<file path="config.mk">
export PLATFORM = sky130hd
export DESIGN_NAME = serial_tx10
export DESIGN_NICKNAME = d
export VERILOG_FILES = /design/src/rtl/serial_tx10_pkg.sv /design/src/rtl/serial_tx10_div.sv /design/src/rtl/serial_tx10_dly.sv /design/src/rtl/serial_tx10.sv
export SDC_FILE = /design/constraint.sdc
export NUM_CORES = 1
export LEC_CHECK = 0
export BUFFER_PORTS_ARGS = -buffer_cell sky130_fd_sc_hd__buf_2
export CAP_MARGIN = 20
export CORE_MARGIN = 5
export CORE_UTILIZATION = 53
export CTS_BUF_LIST = sky130_fd_sc_hd__clkbuf_8
export CTS_CLUSTER_SIZE = 16
export DETAILED_ROUTE_END_ITERATION = 10
export GPL_ROUTABILITY_DRIVEN = 1
export PLACE_DENSITY_LB_ADDON = 0.08
export SLEW_MARGIN = 20
export SYNTH_ARGS = -nofsm -noshare
export SYNTH_HDL_FRONTEND = slang
export SYNTH_SLANG_ARGS = --single-unit
</file>
<file path="constraint.sdc">
create_clock -name clk -period 1.3 [get_ports clk]
set_clock_uncertainty 0.05 [all_clocks]
set_input_delay 0.13 -clock clk [delete_from_list [all_inputs] [get_ports clk]]
set_output_delay 0.13 -clock clk [all_outputs]
set_load 0.005 [all_outputs]
</file>
<file path="src/rtl/serial_tx10_pkg.sv">
package serial_tx10_pkg;
    localparam int DATA_W = 8;
    localparam int POS_W  = $clog2(DATA_W + 2);
    localparam int IDX_W  = $clog2(DATA_W);

    typedef enum logic [1:0] {
        TX_IDLE,
        TX_WAIT,
        TX_SEND
    } tx_phase_e;

    typedef struct packed {
        tx_phase_e         phase;
        logic [POS_W-1:0]  pos;
        logic [DATA_W-1:0] data;
        logic              line;
        logic              done;
    } tx_regs_t;
endpackage

</file>
<file path="src/rtl/serial_tx10_div.sv">
module serial_tx10_div #(
    parameter int DIV = 16
) (
    input  logic clk,
    input  logic rst_n,
    input  logic tick,
    output logic roll
);
    localparam int CW = $clog2(DIV);

    logic [CW-1:0] cnt_q, cnt_d;

    always_comb begin
        cnt_d = cnt_q;
        roll  = tick && (cnt_q == CW'(DIV - 1));
        if (tick) begin
            cnt_d = roll ? '0 : cnt_q + 1'b1;
        end
    end

    always_ff @(posedge clk or negedge rst_n) begin
        if (!rst_n) cnt_q <= '0;
        else        cnt_q <= cnt_d;
    end
endmodule

</file>
<file path="src/rtl/serial_tx10_dly.sv">
module serial_tx10_dly #(
    parameter int DEPTH = 2
) (
    input  logic clk,
    input  logic rst_n,
    input  logic din,
    output logic dout
);
    logic [DEPTH-1:0] sr_q, sr_d;

    generate
        if (DEPTH == 1) begin : g_single
            always_comb sr_d = din;
        end else begin : g_chain
            always_comb sr_d = {sr_q[DEPTH-2:0], din};
        end
    endgenerate

    always_ff @(posedge clk or negedge rst_n) begin
        if (!rst_n) sr_q <= '0;
        else        sr_q <= sr_d;
    end

    assign dout = sr_q[DEPTH-1];
endmodule

</file>
<file path="src/rtl/serial_tx10.sv">
module serial_tx10
    import serial_tx10_pkg::*;
#(
    parameter int DIV       = 16,
    parameter int START_DLY = 5,
    parameter int DONE_DLY  = 2
) (
    input  logic              clk,
    input  logic              rst_n,
    input  logic              baud_tick,
    input  logic              wr_en,
    input  logic [DATA_W-1:0] wr_data,
    input  logic              done_clr,
    output logic              txd,
    output logic              tx_done
);
    localparam int LAG = START_DLY - 1;

    tx_regs_t r_q, r_d;
    logic     roll;
    logic     fire;
    logic     busy;
    logic     stop_put;
    logic     done_set;

    assign busy = (r_q.phase != TX_IDLE);

    serial_tx10_div #(.DIV(DIV)) u_div (
        .clk   (clk),
        .rst_n (rst_n),
        .tick  (baud_tick),
        .roll  (roll)
    );

    serial_tx10_dly #(.DEPTH(LAG)) u_lag (
        .clk   (clk),
        .rst_n (rst_n),
        .din   (roll & busy),
        .dout  (fire)
    );

    serial_tx10_dly #(.DEPTH(DONE_DLY)) u_done (
        .clk   (clk),
        .rst_n (rst_n),
        .din   (stop_put),
        .dout  (done_set)
    );

    always_comb begin
        r_d      = r_q;
        stop_put = 1'b0;

        if (r_q.phase == TX_IDLE && wr_en) begin
            r_d.phase = TX_WAIT;
            r_d.data  = wr_data;
        end

        if (fire) begin
            case (r_q.phase)
                TX_WAIT: begin
                    r_d.phase = TX_SEND;
                    r_d.pos   = '0;
                    r_d.line  = 1'b0;
                end
                TX_SEND: begin
                    if (r_q.pos == POS_W'(DATA_W + 1)) begin
                        r_d.phase = TX_IDLE;
                        r_d.pos   = '0;
                        r_d.line  = 1'b1;
                    end else if (r_q.pos == POS_W'(DATA_W)) begin
                        r_d.pos   = r_q.pos + 1'b1;
                        r_d.line  = 1'b1;
                        stop_put  = 1'b1;
                    end else begin
                        r_d.pos   = r_q.pos + 1'b1;
                        r_d.line  = r_q.data[r_q.pos[IDX_W-1:0]];
                    end
                end
                default: ;
            endcase
        end

        r_d.done = done_set | (r_q.done & ~done_clr);
    end

    always_ff @(posedge clk or negedge rst_n) begin
        if (!rst_n) begin
            r_q.phase <= TX_IDLE;
            r_q.pos   <= '0;
            r_q.data  <= '0;
            r_q.line  <= 1'b1;
            r_q.done  <= 1'b0;
        end else begin
            r_q <= r_d;
        end
    end

    assign txd     = r_q.line;
    assign tx_done = r_q.done;
endmodule

</file>
Yosys cells after proc, flatten, opt, wreduce, memory -nomap -nowiden
Cells that the tools add are included.
- bits in registers: 26
- output and inout port bits: 2
- add/sub/neg operators: 2
- order comparisons: 1
- equality and inequality tests: 5
- muxes and demuxes: 15
- bitwise operators: 4
- reduce and logical (&&, ||, !) cells: 6
- operators with widths (cell ; number):
    $eq A4 B4 Y1 const B ; 3
    $pmux W6 S2 ; 1
    $add A4 B1 Y4 const B ; 2
    $mux W4 ; 2
    $mux W1 ; 7
    $mux W6 ; 1
    $lt A3 B4 Y1 const B ; 1
    $mux W2 ; 2
    $reduce_bool A2 Y1 ; 2
    $bmux W1 S3 ; 1
    $and A1 B1 Y1 ; 2
    $eq A2 B1 Y1 const B ; 1
    $eq A2 B2 Y1 const B ; 1
    $logic_and A1 B1 Y1 ; 2
    $logic_not A2 Y1 ; 1
    $pmux W1 S2 ; 1
    $reduce_and A2 Y1 ; 1
    $not A1 Y1 ; 1
    $or A1 B1 Y1 ; 1

Logic depth before layout (Yosys ltp)
Gate-level depths: netlist of run 1.
- depth after elaboration: 6
- gate-level depth with buffers: 6
- gate-level depth less buffers: 5

By module
A second synthesis of run 1 with hierarchy kept.
- cells, all modules: 100
- area, all modules: 1183.6 µm²
- by module, submodules not included (module ; times used ; cells an instance ; area an instance (µm²) ; seq. area each (µm²)):
    serial_tx10 ; 1 ; 75 ; 845.8 ; 401.6
    serial_tx10_div ; 1 ; 19 ; 187.7 ; 100.1
    serial_tx10_dly (u_lag) ; 1 ; 4 ; 100.1 ; 100.1
    serial_tx10_dly (u_done) ; 1 ; 2 ; 50.0 ; 50.0

Worst setup path before layout of run 1
Ideal clock, no wire load.
- path type: register to register
- start: register r_q[10] in the netlist's numbering
- end: register r_q, in the netlist txd
- setup time: 0.092 ns
- data arrival time: 1.283 ns
- required time: 1.158 ns
- slack: -0.125 ns
- cell stages (with the launch flop): 7
- path buffers: 1
- clock period less this slack: 1.425 ns
- cells stage by stage: dfrtp_1 -> buf_6 -> inv_1 -> ha_1 -> or2_2 -> a31oi_1 -> a41oi_2
- cells in the longest elaborated chain, start to end: 5
- ends and longest elaborated chain (what ; line ; RTL):
    start: declaration ; serial_tx10.sv:19 ; tx_regs_t r_q, r_d;
    start signal: assignment ; serial_tx10.sv:94 ; r_q <= r_d;
    $bmux W1 S3 ; serial_tx10.sv:76 ; r_d.line = r_q.data[r_q.pos[IDX_W-1:0]];
    $mux W1 (not written as such) ; serial_tx10.sv:76 ;
    $mux W1 ; serial_tx10.sv:70 ; end else if (r_q.pos == POS_W'(DATA_W)) begin
    $mux W1 (*) ; serial_tx10.sv:66 ; if (r_q.pos == POS_W'(DATA_W + 1)) begin
    $pmux W1 S2 (*) ; serial_tx10.sv:59 ; case (r_q.phase)
Mark *: on every way between the ends. The rest lies on a longest branch, timed or not. The select of a mux whose other input is x is not followed.
A chain may end at the register's enable or synchronous reset.

Worst setup path in the final report of run 1
Same ends and word-level chain as after synthesis.

==> results.json, run 1 <==
{
  "outcome": "finished, violations left",
  "violations": "negative setup slack",
  "die_y_um": 57.2,
  "dp_cells": 158,
  "final_antenna_net_count": 0,
  "cap_violations": 0,
  "drive_gt1_frac": 0.493,
  "drv_slew": 0,
  "slowest_delay_ns": 0.52,
  "rows": 17,
  "power_leakage_uw": 0.000799,
  "required_ns": 1.44,
  "grt_use_total": 0.156,
  "powerDensity_nw_per_um2": 1010,
  "diodes": 0,
  "cp_cell_sequence": "buf_12, mux4_2, nand2_2, a41oi_2",
  "syn_nets": 119,
  "gp_congestion": 0.797,
  "worst_pin_slew_ns": 0.560,
  "clockBufferDepth": 2,
  "drtIter0Drc": 25,
  "grt_pass1_wl_um": 3940,
  "timing.final.ws_setup_ns": -0.103,
  "htreeDepth": 1,
  "routedWlPerCell_um": 13.7,
  "register_area_um2": 653,
  "syn_area_per_cell_um2": 11.9,
  "drc": 0,
  "cts_buffers": 3,
  "dr_total_vias": 876,
  "grt_max_degree": 27,
  "min_period_ns": 1.40,
  "start_util": 0.543,
  "p_switching_uw": 378,
  "syn_inst": 99,
  "pwr-share-clk": 0.326,
  "final_cell_mix": "24 x dfrtp_1, 21 x buf_4, 14 x buf_2",
  "crit_path_top_delay_cell": "mux4_2",
  "grt_antenna_before_repair": 0,
  "clock_sinks": 26,
  "nets": 161,
  "path_max_fanout": 4,
  "ff2ff_setup_slack_ns": -0.10,
  "viasPerCell": 5.21,
  "cp-end-kind": "flip-flop",
  "clkLatencyLatePin_ns": 0.27,
  "grt_pass1_vias": 892,
  "io_pins": 15,
  "ys.warnings.count": 0,
  "routed_wl_um": 2310,
  "worstHoldPathType": "input pin to flip-flop",
  "hpwl_um": 1600,
  "final_common_cell": "dfrtp_1",
  "die_w_um": 57.2,
  "cts-root-buf": "clkbuf_8",
  "path_buf_inv": 1,
  "hold_slack_ns": 0.0350,
  "report.final.hold_viol_count": 0,
  "power_frac_comb": 0.091,
  "ir_drop_mv": 0.887,
  "multi_input_area_um2": 542,
  "setup_viol": 4,
  "synth-seq-cells": 26,
  "crit_family": "multiplexers",
  "cts_tree": "built",
  "min_period_over_period": 1.08,
  "startpoint_type": "flip-flop",
  "core_area_um2": 2170,
  "dr.pass1.iters": 4,
  "synth_area_um2": 1180,
  "die_area_um2": 3270,
  "synth_seq_area_share": 0.553,
  "nFillCells": 158,
  "stdcell_count": 168,
  "fmax_mhz": 713,
  "power_uw": 1590,
  "clk_pin_slew_ns": 0.09,
  "sw_frac_of_total": 0.237,
  "synth_cell_types": 23,
  "place_ws_ns": -0.125,
  "rsz0062_at_grt": "yes",
  "io_buffers": 14,
  "critical_path_class": "flip-flop to flip-flop",
  "grt.overflow.total": 0,
  "arrival_ns": 1.54,
  "worst_slew_margin_rel": 0.626,
  "final_util": 0.725,
  "syn2layout_area_growth_pct": 33.4,
  "intPower_uw": 1210,
  "p_seq_frac": 0.584
}
synthesized netlist by cell type:
cell       n  area (µm²)
mux2i_1    2        20.0
a21o_1     1        7.51
nand4_1    3        18.8
or2_2      1        6.26
xnor2_1    1        8.76
a21oi_1    3        15.0
ha_1       7        87.6
o21ai_0    7        35.0
buf_6      1        11.3
dfrtp_1   25         626
inv_1      8        30.0
mux4_2     1        22.5
a31oi_1    2        12.5
nor2_1     1        3.75
dfstp_2    1        26.3
nand3_1    7        35.0
and3b_1    1        8.76
o22ai_1    1        6.26
nand3b_1   1        7.51
mux2_2    11         124
nor3_1     1        5.00
a41oi_2    1        16.3
nand2_1   12        45.0
power groups by stage:
stage / clock [µW] / combinational (µW) / sequential [µW]
6_report: 519 / 144 / 929
5_1_grt: 575 / 175 / 940
4_1_cts: 533 / 149 / 928
3_5_place_dp: 0 / 145 / 941
3_3_place_gp: 0 / 138 / 940
2_1_floorplan: 0 / 96.2 / 930
flip-flops by register name, indices dropped and copies added (netlist names):
name	flops
tx_done	1
txd	1
u_lag.sr_q	4
r_q	14
u_done.sr_q	2
u_div.cnt_q	4
per-layer routing:
metal | vias up | GRT usage | share of wire
met5 | - | 0 | 0
li1 | 430 | - | -
met3 | 2 | 0.0339 | 0.038
met1 | 428 | 0.210 | 0.46
met4 | 0 | 0.0430 | 0.0052
met2 | 16 | 0.253 | 0.49
path summary, 6_finish.rpt:
check / from / to / cells after the start
max reg2reg: r_q[10] / txd / 4
min in group asynchronous: rst_n / r_q[13] / 2
max: r_q[10] / txd / 4
max in group asynchronous: rst_n / r_q[10] / 2
min reg2reg: u_lag.sr_q[0] / u_lag.sr_q[1] / 0
min: wr_data[5] / r_q[7] / 2
worst reg2reg max path, cell delays in order (launching register included):
cell and delay [ns]:
dfrtp_2 0.43, buf_12 0.12, mux4_2 0.52, nand2_2 0.09, a41oi_2 0.12
cell families (layout without fill, tap and decap cells):
| logic type | Yosys count | in the layout | synth area share |
|---|---|---|---|
| flip-flops | 26 | 26 | 0.553 |
| adder cells (fa/ha/maj) | 7 | 7 | 0.0743 |
| XOR/XNOR | 1 | 1 | 0.00743 |
| AO/OA/AOI/OAI | 15 | 15 | 0.0786 |
| multiplexers | 14 | 14 | 0.141 |
| AND/OR/NAND/NOR | 27 | 28 | 0.110 |
| buffers and inverters | 9 | 49 | 0.0350 |
final cells by class:
type,instances,area share
Sequential cell,26,0.415
Multi-Input combinational cell,65,0.344
Timing Repair Buffer,37,0.164
Clock buffer,4,0.0350
Tap cell,28,0.0223
Inverter,8,0.0191
metrics by stage:
| step | instance area [µm²] | TNS (ns) |
|---|---|---|
| 6_report | 1570 | -0.230 |
| 5_1_grt | 1570 | -0.543 |
| 4_1_cts | 1540 | -0.157 |
| 3_5_place_dp | 1410 | -0.903 |
| 3_3_place_gp | 1410 | -0.391 |
| 2_1_floorplan | 1180 | -0.0447 |
repair_timing:
| item | 4_1_cts | 5_1_grt |
|---|---|---|
| hold buffers | 1 | 0 |
| pin swaps | 3 | 3 |
| cloned | 1 | 0 |
| endpoints found under the setup margin | 16 | 9 |
| setup buffers | 2 | 2 |
| endpoints found under the hold margin | 25 | 0 |
| gates resized for setup | 11 | 6 |
No activity file was read; power rests on OpenSTA's default activity.
==> inputs of run 2 (changes only) <==
--- a/config.mk
+++ b/config.mk
@@ -14,6 +14,7 @@
 export DETAILED_ROUTE_END_ITERATION = 10
 export GPL_ROUTABILITY_DRIVEN = 1
 export PLACE_DENSITY_LB_ADDON = 0.08
+export SKIP_CTS_REPAIR_TIMING = 1
 export SLEW_MARGIN = 20
 export SYNTH_ARGS = -nofsm -noshare
 export SYNTH_HDL_FRONTEND = slang
==> results.json, run 2 (synthesis gave the netlist of run 1 again) <==
{
  "outcome": "finished, violations left",
  "violations": "negative setup slack",
  "dp_cells": 158,
  "cts_buffers": 3,
  "die_y_um": 57.2,
  "required_ns": 1.40,
  "place_ws_ns": -0.125,
  "final_util": 0.730,
  "fmax_mhz": 714,
  "hpwl_um": 1600,
  "nets": 158,
  "cp-end-kind": "flip-flop",
  "grt.overflow.total": 0,
  "cts-root-buf": "clkbuf_8",
  "ir_drop_mv": 0.907,
  "grt_use_total": 0.147,
  "drv_slew": 0,
  "hold_end": "r_q[4]",
  "largest_registers": "r_q (14), u_div.cnt_q (4), u_lag.sr_q (4)",
  "grt_pass1_vias": 889,
  "final_antenna_net_count": 0,
  "start_util": 0.543,
  "drtIter0Drc": 11,
  "clockBufferDepth": 2,
  "setup_viol": 5,
  "die_w_um": 57.2,
  "rr_startpoint": "r_q[11]",
  "routedWlPerCell_um": 14.4,
  "power_leakage_uw": 0.000794,
  "hold_start": "wr_data[2]",
  "report.final.hold_viol_count": 0,
  "setup_tns_ns": -0.303,
  "gp_congestion": 0.797,
  "grt_max_degree": 27,
  "worst_slew_margin_rel": 0.624,
  "worst_pin_slew_ns": 0.564,
  "final_common_cell": "dfrtp_1",
  "critical_path_class": "flip-flop to flip-flop",
  "routed_wl_um": 2380,
  "largest_reg_flops": 14,
  "dr_total_vias": 852,
  "ff2ff_setup_slack_ns": -0.10,
  "core_area_um2": 2170,
  "powerDensity_nw_per_um2": 1010,
  "clock_sinks": 26,
  "viasPerCell": 5.16,
  "startpoint_type": "flip-flop",
  "grt_pass1_wl_um": 3740,
  "drc": 0,
  "rows": 17,
  "grt_antenna_before_repair": 0,
  "r2r_end": "r_q[12]",
  "hold_slack_ns": 0.0347,
  "rsz0062_at_grt": "yes",
  "drive_gt1_frac": 0.496,
  "stdcell_count": 165,
  "io_buffers": 14,
  "htreeDepth": 1,
  "die_area_um2": 3270,
  "r2r_cells": 5,
  "worstHoldPathType": "input pin to flip-flop",
  "cap_violations": 0,
  "whs_path_depth": 2,
  "cts_tree": "built",
  "min_period_over_period": 1.08,
  "final_cell_mix": "24 x dfrtp_1, 19 x buf_4, 14 x buf_2",
  "top_register": "r_q",
  "arrival_ns": 1.50,
  "diodes": 0,
  "syn2layout_area_growth_pct": 34.4,
  "clk_pin_slew_ns": 0.09,
  "path_max_fanout": 5,
  "min_period_ns": 1.40,
  "dr.pass1.iters": 4,
  "timing.final.ws_setup_ns": -0.101,
  "io_pins": 15,
  "clkLatencyLatePin_ns": 0.27
}
run 2: layout make-up:
type	count	area, µm²
Inverter	8	30.0
Sequential cell	26	653
Tap cell	28	35.0
Fill cell	156	586
Timing Repair Buffer	35	243
Clock buffer	4	55.1
Multi-Input combinational cell	64	568
run 2: routing by layer:
layer | up-vias | GRT usage | wire [µm]
li1 | 421 | - | -
met1 | 412 | 0.193 | 1050
met2 | 17 | 0.238 | 1220
met3 | 2 | 0.0339 | 95
met4 | 0 | 0.0497 | 12
met5 | - | 0 | 0
run 2: through the flow:
step                      total power, µW  cell area (µm²)
after CTS                            1600             1470
after detailed placement             1090             1410
after global placement               1080             1410
final                                1590             1580
after global routing                 1690             1580
after floorplan                      1030             1180
run 2: how the worst max path moves through the flow:
stage,cells past startpoint,start,slack [ns],to
after CTS,5,r_q[10],-0.14,txd
after global routing,5,r_q[11],-0.14,r_q[12]
after detailed placement,5,r_q[10],-0.12,txd
after floorplan,6,r_q[10],-0.04,txd
final,5,r_q[11],-0.10,r_q[12]
after global placement,5,r_q[10],-0.13,txd
run 2: critical path, cell delays in order (launching register included):
cell and delay, ns:
dfrtp_1 0.40, inv_2 0.10, ha_4 0.13, nand3b_1 0.22
a31oi_2 0.28, o22ai_2 0.11
run 2: report_power, final:
part	internal, µW	leakage, µW	switching (µW)
logic	74.4	0.000425	69.1
clock network	270	0.0000288	249
registers	869	0.000340	60.0
==> inputs of run 3 (changes only) <==
--- a/config.mk
+++ b/config.mk
@@ -8,7 +8,7 @@
 export BUFFER_PORTS_ARGS = -buffer_cell sky130_fd_sc_hd__buf_2
 export CAP_MARGIN = 20
 export CORE_MARGIN = 5
-export CORE_UTILIZATION = 53
+export CORE_UTILIZATION = 39
 export CTS_BUF_LIST = sky130_fd_sc_hd__clkbuf_8
 export CTS_CLUSTER_SIZE = 16
 export DETAILED_ROUTE_END_ITERATION = 10
==> constraint.sdc (replaced) <==
create_clock -name clk -period 1.3 [get_ports clk]
set_clock_uncertainty 0.05 [all_clocks]
set_input_delay 0.195 -clock clk [delete_from_list [all_inputs] [get_ports clk]]
set_output_delay 0.195 -clock clk [all_outputs]
set_load 0.005 [all_outputs]
==> results.json, run 3 (synthesis gave the netlist of run 1 again) <==
{
  "die_y_um": 65.0,
  "core_area_um2": 2980,
  "r2r_cells": 5,
  "hold_slack_ns": 0.0999,
  "drc": 0,
  "cts-root-buf": "clkbuf_8",
  "cts_buffers": 3,
  "report.final.hold_viol_count": 0,
  "startpoint_type": "flip-flop",
  "grt_antenna_before_repair": 0,
  "grt_max_degree": 27,
  "dp_cells": 160,
  "nets": 156,
  "hold_end": "r_q[3]",
  "start_util": 0.396,
  "die_area_um2": 4220,
  "drive_gt1_frac": 0.511,
  "grt_pass1_vias": 908,
  "required_ns": 1.44,
  "drtIter0Drc": 23,
  "dr.pass1.iters": 3,
  "rsz0062_at_grt": "yes",
  "ir_drop_mv": 0.664,
  "routed_wl_um": 2350,
  "die_w_um": 65.0,
  "largest_registers": "r_q (14), u_div.cnt_q (4), u_lag.sr_q (4)",
  "grt_pass1_wl_um": 4020,
  "largest_reg_flops": 14,
  "final_common_cell": "dfrtp_1",
  "violations": "negative setup slack",
  "drv_slew": 0,
  "clock_sinks": 26,
  "top_register": "r_q",
  "stdcell_count": 168,
  "cp_cell_sequence": "inv_2, ha_2, or2_4, a31oi_4, a41oi_2",
  "htreeDepth": 1,
  "power_leakage_uw": 0.000786,
  "final_util": 0.531,
  "whs_path_depth": 2,
  "rows": 20,
  "critical_path_class": "flip-flop to flip-flop",
  "path_max_fanout": 5,
  "setup_viol": 3,
  "gp_congestion": 0.742,
  "worst_pin_slew_ns": 0.586,
  "final_antenna_net_count": 0,
  "powerDensity_nw_per_um2": 1010,
  "worst_slew_margin_rel": 0.610,
  "outcome": "finished, violations left",
  "crit_path_top_delay_cell": "dfrtp_2",
  "dr_total_vias": 843,
  "min_period_over_period": 1.02,
  "diodes": 0,
  "min_period_ns": 1.33,
  "slowest_delay_ns": 0.45,
  "io_pins": 15,
  "fmax_mhz": 752,
  "io_buffers": 14,
  "grt.overflow.total": 0,
  "routedWlPerCell_um": 14.0,
  "placed_cell_area_um2": 1400,
  "timing.final.ws_setup_ns": -0.0302,
  "cp-end-kind": "flip-flop",
  "setup_tns_ns": -0.0623,
  "final_cell_mix": "24 x dfrtp_1, 18 x buf_4, 14 x buf_2",
  "ff2ff_setup_slack_ns": -0.03,
  "viasPerCell": 5.02,
  "clockBufferDepth": 2,
  "syn2layout_area_growth_pct": 34.1,
  "clk_pin_slew_ns": 0.09,
  "hold_start": "wr_data[1]",
  "worstHoldPathType": "input pin to flip-flop",
  "rr_startpoint": "r_q[10]",
  "grt_use_total": 0.122,
  "final_area_um2": 1580,
  "clkLatencyLatePin_ns": 0.27,
  "cap_violations": 0,
  "hpwl_um": 1610,
  "cts_tree": "built",
  "r2r_end": "txd",
  "arrival_ns": 1.47
}
run 3: cell count changes in the layout (fill, tap and decap cells not counted), moves of 2 or more:
cell,change
inv_2,+2
o21ai_2,+2
inv_1,-2
a31oi_2,-2
o21ai_1,-2
nand2_2,-2
run 3: final cells by class:
cell class | instances | area (µm²)
fill | 274 | 1400
sequential | 26 | 653
multi-input combinational | 64 | 586
timing repair buffer | 33 | 215
clock buffer | 4 | 55.1
tap | 33 | 41.3
inverter | 8 | 30.0
run 3: critical path, delay by kind of cell, from the launching register on:
kind	cells	cell delay, ns
and+or+nand+nor	1	0.24
AOI/OAI and AO/OA	2	0.28
buffers and inverters	1	0.04
adders and majority gates	1	0.18
DFF	1	0.45
run 3: power by group:
group	switching [µW]	internal, µW
clock network	243	270
registers	63.0	869
logic	73.3	75.5
total	380	1210
run 3: worst max-delay path by stage:
stage | cells past startpoint | slack, ns | endpoint | start
global route | 5 | -0.13 | r_q[12] | r_q[11]
detailed placement | 5 | -0.10 | txd | r_q[10]
finish | 5 | -0.03 | txd | r_q[10]
global placement | 5 | -0.11 | txd | r_q[10]
CTS | 5 | -0.12 | txd | r_q[10]
floorplan | 6 | -0.04 | txd | r_q[10]
run 3: metal layers:
metal,share of wire,track usage,vias up
li1,-,-,420
met1,0.47,0.168,412
met2,0.50,0.190,9
met3,0.025,0.0243,2
met4,0.0047,0.0396,0
met5,0,0,-
run 3: through the flow:
| stage | worst slack [ns] | total power [µW] |
|---|---|---|
| floorplan | -0.0447 | 1030 |
| CTS | -0.122 | 1620 |
| detailed placement | -0.104 | 1090 |
| finish | -0.0302 | 1590 |
| global placement | -0.110 | 1080 |
| global route | -0.132 | 1700 |
